File: src/rtl/tseq_pkg.sv
package tseq_pkg;
    parameter int ADDR_W      = 12;
    parameter int IDX_W       = 4;
    parameter int SEGS        = 1 << IDX_W;
    parameter int TAG_W       = ADDR_W - IDX_W;
    parameter int UOP_W       = 16;
    parameter int ENTRIES     = 6;
    parameter int PTR_W       = $clog2(ENTRIES);
    parameter int ROM_DEPTH   = 32;
    parameter int ROM_AW      = $clog2(ROM_DEPTH);
    parameter int ROM_BLOCK   = 4;
    parameter int MISS_CYCLES = 8;
    parameter int MISS_W      = $clog2(MISS_CYCLES + 1);

    typedef struct packed {
        logic             valid;
        logic             is_tag;
        logic [UOP_W-1:0] payload;
    } entry_t;

    typedef entry_t [ENTRIES-1:0] segment_t;

    typedef struct packed {
        logic             eos;
        logic [UOP_W-1:0] uop;
    } rom_word_t;

    typedef enum logic [1:0] {
        ST_IDLE,
        ST_MISS,
        ST_BUILD,
        ST_PLAY
    } state_t;

    function automatic rom_word_t rom_content(input int unsigned a);
        rom_word_t w;
        w.uop = {4'hE, (UOP_W-4)'(a)};
        w.eos = ((a % ROM_BLOCK) == (ROM_BLOCK - 1));
        return w;
    endfunction

    function automatic logic [IDX_W-1:0] addr_index(input logic [ADDR_W-1:0] a);
        return a[IDX_W-1:0];
    endfunction

    function automatic logic [TAG_W-1:0] addr_tag(input logic [ADDR_W-1:0] a);
        return a[ADDR_W-1:IDX_W];
    endfunction
endpackage

File: src/rtl/tseq_store.sv
module tseq_store
    import tseq_pkg::*;
(
    input  logic             clk,
    input  logic             rst,
    input  logic [IDX_W-1:0] lk_idx,
    input  logic [TAG_W-1:0] lk_tag,
    output logic             lk_hit,
    input  logic [IDX_W-1:0] rd_idx,
    input  logic [PTR_W-1:0] rd_ptr,
    output entry_t           rd_entry,
    output logic             rd_more,
    input  logic             wr_en,
    input  logic [IDX_W-1:0] wr_idx,
    input  logic [TAG_W-1:0] wr_tag,
    input  segment_t         wr_seg
);
    entry_t           mem     [SEGS][ENTRIES];
    logic [TAG_W-1:0] seg_tag [SEGS];
    logic [SEGS-1:0]  seg_ok;

    always_ff @(posedge clk) begin
        if (rst) begin
            seg_ok <= '0;
        end else if (wr_en) begin
            seg_ok[wr_idx] <= 1'b1;
        end
    end

    always_ff @(posedge clk) begin
        if (wr_en) begin
            seg_tag[wr_idx] <= wr_tag;
            for (int e = 0; e < ENTRIES; e++) begin
                mem[wr_idx][e] <= wr_seg[e];
            end
        end
    end

    assign lk_hit   = seg_ok[lk_idx] && (seg_tag[lk_idx] == lk_tag) && mem[lk_idx][0].valid;
    assign rd_entry = mem[rd_idx][rd_ptr];

    always_comb begin
        if (rd_ptr == PTR_W'(ENTRIES - 1)) begin
            rd_more = 1'b0;
        end else begin
            rd_more = mem[rd_idx][rd_ptr + PTR_W'(1)].valid;
        end
    end
endmodule

File: src/rtl/tseq_rom.sv
module tseq_rom
    import tseq_pkg::*;
(
    input  logic [ROM_AW-1:0] rom_addr,
    output rom_word_t         rom_word
);
    rom_word_t tbl [ROM_DEPTH];

    for (genvar g = 0; g < ROM_DEPTH; g++) begin : g_word
        assign tbl[g] = rom_content(g);
    end

    assign rom_word = tbl[rom_addr];
endmodule

File: src/rtl/tseq_ctrl.sv
module tseq_ctrl
    import tseq_pkg::*;
(
    input  logic              clk,
    input  logic              rst,
    input  logic              req_valid,
    input  logic [ADDR_W-1:0] req_addr,
    output logic              req_ready,
    input  logic              lk_hit,
    input  logic              fill_valid,
    input  logic              fill_is_tag,
    input  logic [UOP_W-1:0]  fill_data,
    input  logic              fill_last,
    output logic              fill_ready,
    output logic              out_valid,
    input  logic              out_ready,
    output logic [UOP_W-1:0]  out_uop,
    output logic              out_from_rom,
    output logic              out_seg_end,
    output logic              building,
    output logic [IDX_W-1:0]  rd_idx,
    output logic [PTR_W-1:0]  rd_ptr,
    input  entry_t            rd_entry,
    input  logic              rd_more,
    output logic              wr_en,
    output logic [IDX_W-1:0]  wr_idx,
    output logic [TAG_W-1:0]  wr_tag,
    output segment_t          wr_seg,
    output logic [ROM_AW-1:0] rom_addr,
    input  rom_word_t         rom_word
);
    state_t            st;
    logic [IDX_W-1:0]  idx_q;
    logic [TAG_W-1:0]  tag_q;
    logic [MISS_W-1:0] wait_q;
    logic [PTR_W-1:0]  bcnt_q;
    logic [PTR_W-1:0]  ptr_q;
    logic [ROM_AW-1:0] roff_q;
    entry_t            bufq [ENTRIES];

    entry_t fill_ent;
    logic   playing;
    logic   fill_fire;
    logic   close_seg;
    logic   cur_tag;
    logic   done_ent;
    logic   last_ent;

    assign fill_ent.valid   = 1'b1;
    assign fill_ent.is_tag  = fill_is_tag;
    assign fill_ent.payload = fill_data;

    assign playing    = (st == ST_PLAY);
    assign req_ready  = (st == ST_IDLE);
    assign fill_ready = (st == ST_BUILD);
    assign building   = (st == ST_MISS) || (st == ST_BUILD);
    assign fill_fire  = fill_ready && fill_valid;
    assign close_seg  = fill_fire && (fill_last || (bcnt_q == PTR_W'(ENTRIES - 1)));

    assign rd_idx = idx_q;
    assign rd_ptr = ptr_q;
    assign wr_idx = idx_q;
    assign wr_tag = tag_q;
    assign wr_en  = close_seg;

    always_comb begin
        for (int i = 0; i < ENTRIES; i++) begin
            if (PTR_W'(i) < bcnt_q) begin
                wr_seg[i] = bufq[i];
            end else if (PTR_W'(i) == bcnt_q) begin
                wr_seg[i] = fill_ent;
            end else begin
                wr_seg[i] = '0;
            end
        end
    end

    assign cur_tag      = rd_entry.is_tag;
    assign rom_addr     = rd_entry.payload[ROM_AW-1:0] + roff_q;
    assign out_valid    = playing;
    assign out_uop      = cur_tag ? rom_word.uop : rd_entry.payload;
    assign out_from_rom = playing && cur_tag;
    assign done_ent     = !cur_tag || rom_word.eos;
    assign last_ent     = !rd_more;
    assign out_seg_end  = playing && done_ent && last_ent;

    always_ff @(posedge clk) begin
        if (fill_fire) begin
            bufq[bcnt_q] <= fill_ent;
        end
    end

    always_ff @(posedge clk) begin
        if (rst) begin
            st     <= ST_IDLE;
            idx_q  <= '0;
            tag_q  <= '0;
            wait_q <= '0;
            bcnt_q <= '0;
            ptr_q  <= '0;
            roff_q <= '0;
        end else begin
            case (st)
                ST_IDLE: begin
                    if (req_valid) begin
                        idx_q  <= addr_index(req_addr);
                        tag_q  <= addr_tag(req_addr);
                        wait_q <= '0;
                        bcnt_q <= '0;
                        ptr_q  <= '0;
                        roff_q <= '0;
                        st     <= lk_hit ? ST_PLAY : ST_MISS;
                    end
                end
                ST_MISS: begin
                    if (wait_q == MISS_W'(MISS_CYCLES - 1)) begin
                        st <= ST_BUILD;
                    end else begin
                        wait_q <= wait_q + MISS_W'(1);
                    end
                end
                ST_BUILD: begin
                    if (close_seg) begin
                        st <= ST_PLAY;
                    end else if (fill_fire) begin
                        bcnt_q <= bcnt_q + PTR_W'(1);
                    end
                end
                ST_PLAY: begin
                    if (out_ready) begin
                        if (!done_ent) begin
                            roff_q <= roff_q + ROM_AW'(1);
                        end else begin
                            roff_q <= '0;
                            if (last_ent) begin
                                st <= ST_IDLE;
                            end else begin
                                ptr_q <= ptr_q + PTR_W'(1);
                            end
                        end
                    end
                end
                default: st <= ST_IDLE;
            endcase
        end
    end
endmodule

File: src/rtl/tseq_top.sv
module tseq_top
    import tseq_pkg::*;
(
    input  logic              clk,
    input  logic              rst,
    input  logic              req_valid,
    input  logic [ADDR_W-1:0] req_addr,
    output logic              req_ready,
    input  logic              fill_valid,
    input  logic              fill_is_tag,
    input  logic [UOP_W-1:0]  fill_data,
    input  logic              fill_last,
    output logic              fill_ready,
    output logic              out_valid,
    input  logic              out_ready,
    output logic [UOP_W-1:0]  out_uop,
    output logic              out_from_rom,
    output logic              out_seg_end,
    output logic              building
);
    logic              lk_hit;
    logic [IDX_W-1:0]  rd_idx;
    logic [PTR_W-1:0]  rd_ptr;
    entry_t            rd_entry;
    logic              rd_more;
    logic              wr_en;
    logic [IDX_W-1:0]  wr_idx;
    logic [TAG_W-1:0]  wr_tag;
    segment_t          wr_seg;
    logic [ROM_AW-1:0] rom_addr;
    rom_word_t         rom_word;

    tseq_store u_store (
        .clk      (clk),
        .rst      (rst),
        .lk_idx   (addr_index(req_addr)),
        .lk_tag   (addr_tag(req_addr)),
        .lk_hit   (lk_hit),
        .rd_idx   (rd_idx),
        .rd_ptr   (rd_ptr),
        .rd_entry (rd_entry),
        .rd_more  (rd_more),
        .wr_en    (wr_en),
        .wr_idx   (wr_idx),
        .wr_tag   (wr_tag),
        .wr_seg   (wr_seg)
    );

    tseq_rom u_rom (
        .rom_addr (rom_addr),
        .rom_word (rom_word)
    );

    tseq_ctrl u_ctrl (
        .clk          (clk),
        .rst          (rst),
        .req_valid    (req_valid),
        .req_addr     (req_addr),
        .req_ready    (req_ready),
        .lk_hit       (lk_hit),
        .fill_valid   (fill_valid),
        .fill_is_tag  (fill_is_tag),
        .fill_data    (fill_data),
        .fill_last    (fill_last),
        .fill_ready   (fill_ready),
        .out_valid    (out_valid),
        .out_ready    (out_ready),
        .out_uop      (out_uop),
        .out_from_rom (out_from_rom),
        .out_seg_end  (out_seg_end),
        .building     (building),
        .rd_idx       (rd_idx),
        .rd_ptr       (rd_ptr),
        .rd_entry     (rd_entry),
        .rd_more      (rd_more),
        .wr_en        (wr_en),
        .wr_idx       (wr_idx),
        .wr_tag       (wr_tag),
        .wr_seg       (wr_seg),
        .rom_addr     (rom_addr),
        .rom_word     (rom_word)
    );
endmodule

File: config.mk
export PLATFORM = sky130hd
export DESIGN_NAME = tseq_top
export DESIGN_NICKNAME = d
export VERILOG_FILES = /design/src/rtl/tseq_pkg.sv /design/src/rtl/tseq_store.sv /design/src/rtl/tseq_rom.sv /design/src/rtl/tseq_ctrl.sv /design/src/rtl/tseq_top.sv
export SDC_FILE = /design/constraint.sdc
export NUM_CORES = 2
export LEC_CHECK = 0
export CORE_ASPECT_RATIO = 0.9
export CORE_MARGIN = 10
export CORE_UTILIZATION = 68
export DETAILED_ROUTE_END_ITERATION = 16
export DONT_BUFFER_PORTS = 1
export PLACE_DENSITY = 0.84
export SYNTH_ARGS = -nofsm -noshare
export SYNTH_HDL_FRONTEND = slang
export SYNTH_SLANG_ARGS = --single-unit
export TNS_END_PERCENT = 30
File: constraint.sdc
create_clock -name clk -period 33.1 [get_ports clk]
set_clock_uncertainty 0.2 [all_clocks]
set_input_delay 8.275 -clock clk [delete_from_list [all_inputs] [get_ports clk]]
set_output_delay 8.275 -clock clk [all_outputs]
set_load 0.03 [all_outputs]
== After elaboration in Yosys (flattened, before gate mapping) ==
Memories as Yosys holds them, arrays and structs flattened. A register that Yosys moved wholly into a read port is not among the register bits.
Index checks and enable logic that the tools add are counted.
Widths: inputs -> output; s select.

* ROM bits: 544
* Output and inout bits: 22
* Input bits: 35
* Latch bits: 0
* Memories kept: 4
* Register bits after elaboration: 45
* RAM bits: 1958
* Word-level logic and storage cells: 134

* Multiply operators: 0
* Magnitude comparators: 12
* Add/sub/neg operators: 5
* Reductions and logical operators: 24
* Equal/unequal tests: 22
* Shift operators: 0
* Divide/modulo/power cells: 0
* Bitwise operators: 4
* Mux-type cells: 55

{| class="wikitable"
|+ Memory list
! name !! depth !! width !! read ports !! clocked after Yosys merged registers in !! write ports !! line !! text
|-
| u_store.mem || 16 || 108 || 2 || 1 || 1 || tseq_store.sv:18 || <nowiki>entry_t mem [SEGS][ENTRIES];</nowiki>
|-
| (name not given) || 32 || 17 || 1 || 0 || 0 || tseq_rom.sv:13 || <nowiki>assign rom_word = tbl[rom_addr];</nowiki>
|-
| u_store.seg_tag || 16 || 8 || 1 || 0 || 1 || tseq_store.sv:19 || <nowiki>logic [TAG_W-1:0] seg_tag [SEGS];</nowiki>
|-
| u_ctrl.bufq || 6 || 17 || 6 || 0 || 1 || tseq_ctrl.sv:39 || <nowiki>entry_t bufq [ENTRIES];</nowiki>
|}

{| class="wikitable"
|+ Operators with widths
! kind !! count
|-
| $mux 18 || 14
|-
| $bmux 18 s3 || 2
|-
| $mux 17 || 4
|-
| $mux 3 || 6
|-
| $ne 2x2->1 const B || 9
|-
| $mux 16 || 1
|-
| $mux 4 || 4
|-
| $or 16x16->16 || 1
|-
| $mux 5 || 3
|-
| $mux 2 || 7
|-
| $pmux 3 s2 || 2
|-
| $lt 4x5->1 const B || 2
|-
| $pmux 5 s2 || 1
|-
| $eq 8x8->1 || 1
|-
| $ge 4x4->1 const B || 2
|-
| $logic_and 1x1->1 || 8
|-
| $not 3->4 || 2
|-
| $pmux 2 s4 || 1
|-
| $pmux 4 s2 || 1
|-
| $mux 1 || 7
|-
| $add 3x1->3 const B || 2
|-
| $eq 2x3->1 const A || 2
|-
| $eq 3x3->1 const A || 2
|-
| $eq 3x3->1 const B || 2
|-
| other kinds (26) || 36
|}

== Depth between registers and ports, before layout ==
* Depth in word-level cells: 13
* Gate-level depth with buffers: 15
* Depth with buffers taken out: 12

== Modules after synthesis ==
From an unflattened synthesis, not the netlist that was laid out.

* Cells, all modules: 3562
* Area total of the unflattened synthesis: 78102.4 um^2

{| class="wikitable"
|+ By module, submodules not included
! module !! area an instance (um^2) !! sequential area each (um^2) !! instances !! cells an instance
|-
| tseq_store || 71675.0 || 56053.8 || 1 || 2963
|-
| tseq_ctrl || 6293.5 || 3643.5 || 1 || 580
|-
| tseq_rom || 133.9 || 0.0 || 1 || 19
|}

== Worst setup path before layout ==
Ideal clock, no wire load.

* Path type: input -> register
* Start point: input fill_valid
* End point: memory u_store.mem[0][0] in the netlist's numbering, enable pin
* Setup time: 0.735 ns
* Path slack: 15.248 ns
* Buffers on the path: 0
* Arrival time: 16.917 ns
* Stages on the path: 4
* Data required time: 32.165 ns
* Path through: nand2_1 o21bai_1 or3_1 nor3_1

* Word-level cells in the longest chain between the ends: 4

{| class="wikitable"
|+ RTL lines
! element !! line !! text
|-
| start: declaration || tseq_top.sv:9 || <nowiki>input logic fill_valid,</nowiki>
|-
| $logic_and 1x1->1 || tseq_ctrl.sv:57 || <nowiki>assign fill_fire = fill_ready && fill_valid;</nowiki>
|-
| $logic_and 1x1->1 || tseq_ctrl.sv:58 || <nowiki>assign close_seg = fill_fire && (fill_last || (bcnt_q == PTR_W'(ENTRIES - 1)));</nowiki>
|-
| $mux 1 || tseq_store.sv:31 || <nowiki>if (wr_en) begin</nowiki>
|-
| $mux 1 (not written as such) || tseq_store.sv:34 || <nowiki>mem[wr_idx][e] <= wr_seg[e];</nowiki>
|-
| end: declaration || tseq_store.sv:18 ||
|}

Every way passes these cells.

==> flow_summary.yaml <==
placed_design:
  gp_congestion: 0.8425
  dp_cells: 4783
  dp_hpwl_um: 92340
  port_buffers: 0
critical_path:
  critPathMaxFanout: 74
  cp.required_ns: 24.62
  worst-setup-path-type: "flip-flop to primary output"
  crit_arrival_ns: 7.31
  reg2reg_depth: 12
  worstSetupEndpointType: "primary output"
  cp-start-kind: "flip-flop"
sta:
  clock.fmax_mhz: 63.36
  max_slew_margin: 0.1007
  finalCritPeriodShare: 0.4769
  worst_pin_slew_ns: 1.346
  setup_tns_ns: 0
  min_period_ns: 15.78
  hold-worst-slack_ns: 0.2826
  hold_viol_final: 0
  rsz0062_at_grt: "no"
  drv_slew: 0
  setup_viol: 0
final_layout:
  syn_to_final_growth_pct: 9.664
  final_util: 0.7505
  drive_above_1_share: 0.2610
  instances_no_fill: 5112
  final_nets: 3529
  regArea_mm2: 0.05980
  fillers: 5479
  multi_input_comb_area_mm2: 0.01684
global_route:
  grt_pass1_vias: 40360
  antenna_found_initial: 4
  grt_usage: 0.3213
  grt_pass1_wl_um: 290400
  grt-ovfl-total: 0
  grt_max_degree: 133
detailed_routing:
  routed-wl-met2_um: 100000
  first_pass_iters: 8
  ant_nets: 0
  drtIter0Drc: 6851
  wl_per_cell_um: 39.73
  top_layer_used: "met5"
  drt-met1-wl_um: 65640
  vias_per_cell: 7.607
  wl_um: 203100
  routed-wl-met3_um: 28330
  drc: 0
  num_vias: 38890
power_and_ir_drop:
  power.leakage_nw: 25.79
  ir_worst_vdd_mv: 0.06531
  power_density_mw_per_mm2: 65.89
synth:
  synth_area_leaders: "edfxtp_1 76%, mux4_2 17%, dfxtp_1 1.3%, nand2_1 0.81%, mux2i_1 0.70%"
  synth_area_mm2: 0.07744
  synthDominantCellAreaShare: 0.7593
  yosysWarningCount: 0
  yosys.area.top_type: "edfxtp_1"
  synth_async_sr_flop_share: 0
  synth-seq-cells: 2007
  synthFlopType: "edfxtp_1"
  synth-seq-area-share: 0.7719
  synth_cell_types: 61
  synth_edf_count: 1958
  avgSynthCellArea_um2: 22.83
  syn_nets: 3443
  postSynthCellCount: 3392
cts:
  clk_latency_ns: 0.84
  cts-root-buf: "clkbuf_16"
  path_clk_slew_ns: 0.07
  cts_max_path_buffers: 3
  cts_setup_buffers: 0
  numCtsBuffers: 178
  htreeDepth: 4
  cts_resized: 0
  cts_sinks: 2007
  cts_hold_buf: 0
  cts_tree: "built"
hold_path:
  holdCritPathClass: "flip-flop to flip-flop"
  hold_depth: 1
floorplanning:
  die-width_um: 375.7
  row_count: 117
  dieArea_mm2: 0.1278
  ios: 57
  coreArea_mm2: 0.1132
  start_util: 0.6843
  dieHeight_um: 340.1
job:
  max_cap_viol_count: 0
status:
  status: "finished, final reports clean"
-- layer usage --
metal | vias to the layer above | track usage
met5 | - | 0
met4 | 6 | 0.1376
met3 | 615 | 0.09268
met2 | 3718 | 0.5135
met1 | 20050 | 0.4181
li1 | 14500 | -
-- critical path, stage by stage, from the launching register on --
cell and delay, ns:
dfxtp_4 1.05, buf_4 0.99, buf_4 0.95, buf_4 0.78, mux4_2 0.60, mux2i_1 0.18, nand2_1 0.08, o21ai_0 0.42
o311ai_4 0.11, buf_4 0.32, nand2_1 0.25, and3_1 0.44
-- cells in the final DEF, fill, tap and decap left out, types with 12 or more instances in the layout --
| master | synthesis | layout |
|---|---|---|
| nor2_1 | 84 | 70 |
| clkbuf_1 | 83 | 32 |
| edfxtp_1 | 1958 | 1958 |
| xor2_1 | 12 | 12 |
| mux2i_1 | 54 | 54 |
| clkbuf_16 | 0 | 181 |
| clkinv_2 | 0 | 23 |
| a21oi_1 | 26 | 26 |
| bufinv_16 | 0 | 12 |
| dfxtp_1 | 49 | 44 |
| nand2_1 | 167 | 167 |
| buf_4 | 27 | 79 |
| nor2_4 | 0 | 14 |
| clkinv_1 | 0 | 60 |
| o21ai_1 | 3 | 35 |
| ha_1 | 15 | 15 |
| mux4_2 | 574 | 574 |
| nand3_1 | 15 | 15 |
| a22o_1 | 51 | 51 |
| o21ai_0 | 67 | 35 |
-- cells by family after synthesis --
logic type | count (synthesis) | synth area share
flip-flops | 2007 | 0.7719
multiplexers | 638 | 0.1758
AND/OR/NAND/NOR | 321 | 0.01760
buffers and inverters | 197 | 0.01301
AO/OA/AOI/OAI | 192 | 0.01666
XOR/XNOR | 21 | 0.002375
adder cells (fa/ha/maj) | 16 | 0.002682
-- power breakdown --
group / internal [mW] / total (mW) / switching [mW]
Combinational: 0.235 / 0.643 / 0.409
Clock: 1.10 / 2.02 / 0.918
Sequential: 2.90 / 2.93 / 0.0272
-- final timing paths --
| kind | slack [ns] | endpoint | from |
|---|---|---|---|
| hold / removal | 0.28 | u_store.seg_ok[3] | u_store.seg_ok[3] |
| setup / recovery | 17.32 | out_seg_end | flip-flop |
| setup reg to reg | 26.05 | u_ctrl.rd_ptr[1] | flip-flop |
| hold reg to reg | 0.28 | u_store.seg_ok[3] | u_store.seg_ok[3] |
-- stage by stage --
stage               total power [mW]  cell area (um2)  worst slack [ns]
finish                         5.596            84920             17.32
global route                   5.726            84920             17.07
CTS                            5.594            84910             17.42
detailed placement             3.598            79350             18.43
global placement               3.556            79350             18.61
floorplan                      3.413            77440             15.25
-- layout make-up --
cell class	instances	area share
Sequential cell	2007	0.7041
Multi-Input combinational cell	1188	0.1983
Clock buffer	217	0.05540
Tap cell	1487	0.02191
Clock inverter	109	0.01006
Timing Repair Buffer	90	0.009577
Inverter	13	0.0005746
Antenna cell	1	0.00002947
-- cells in the mapped netlist, drive strengths merged (10+ instances only) --
library cell	n
a21oi	26
a22o	51
buf	101
clkbuf	83
dfxtp	49
edfxtp	1958
ha	15
inv	13
mux2i	54
mux4	576
nand2	167
nand3	15
nor2	84
nor3	10
o21ai	70
xor2	12
-- sequential cells by signal, summed over array words and instances, names as in the netlist, named ones only --
name / flops
u_ctrl.st: 2
u_store.seg_tag: 128
u_store.seg_ok: 16
u_ctrl.rd_idx: 4
u_store.mem: 1728
u_ctrl.rd_ptr: 3
u_ctrl.roff_q: 5
u_ctrl.bcnt_q: 3
u_ctrl.wait_q: 4
u_ctrl.bufq: 102
u_ctrl.wr_tag: 8
Note: power is estimated with default switching activity, not from simulation.
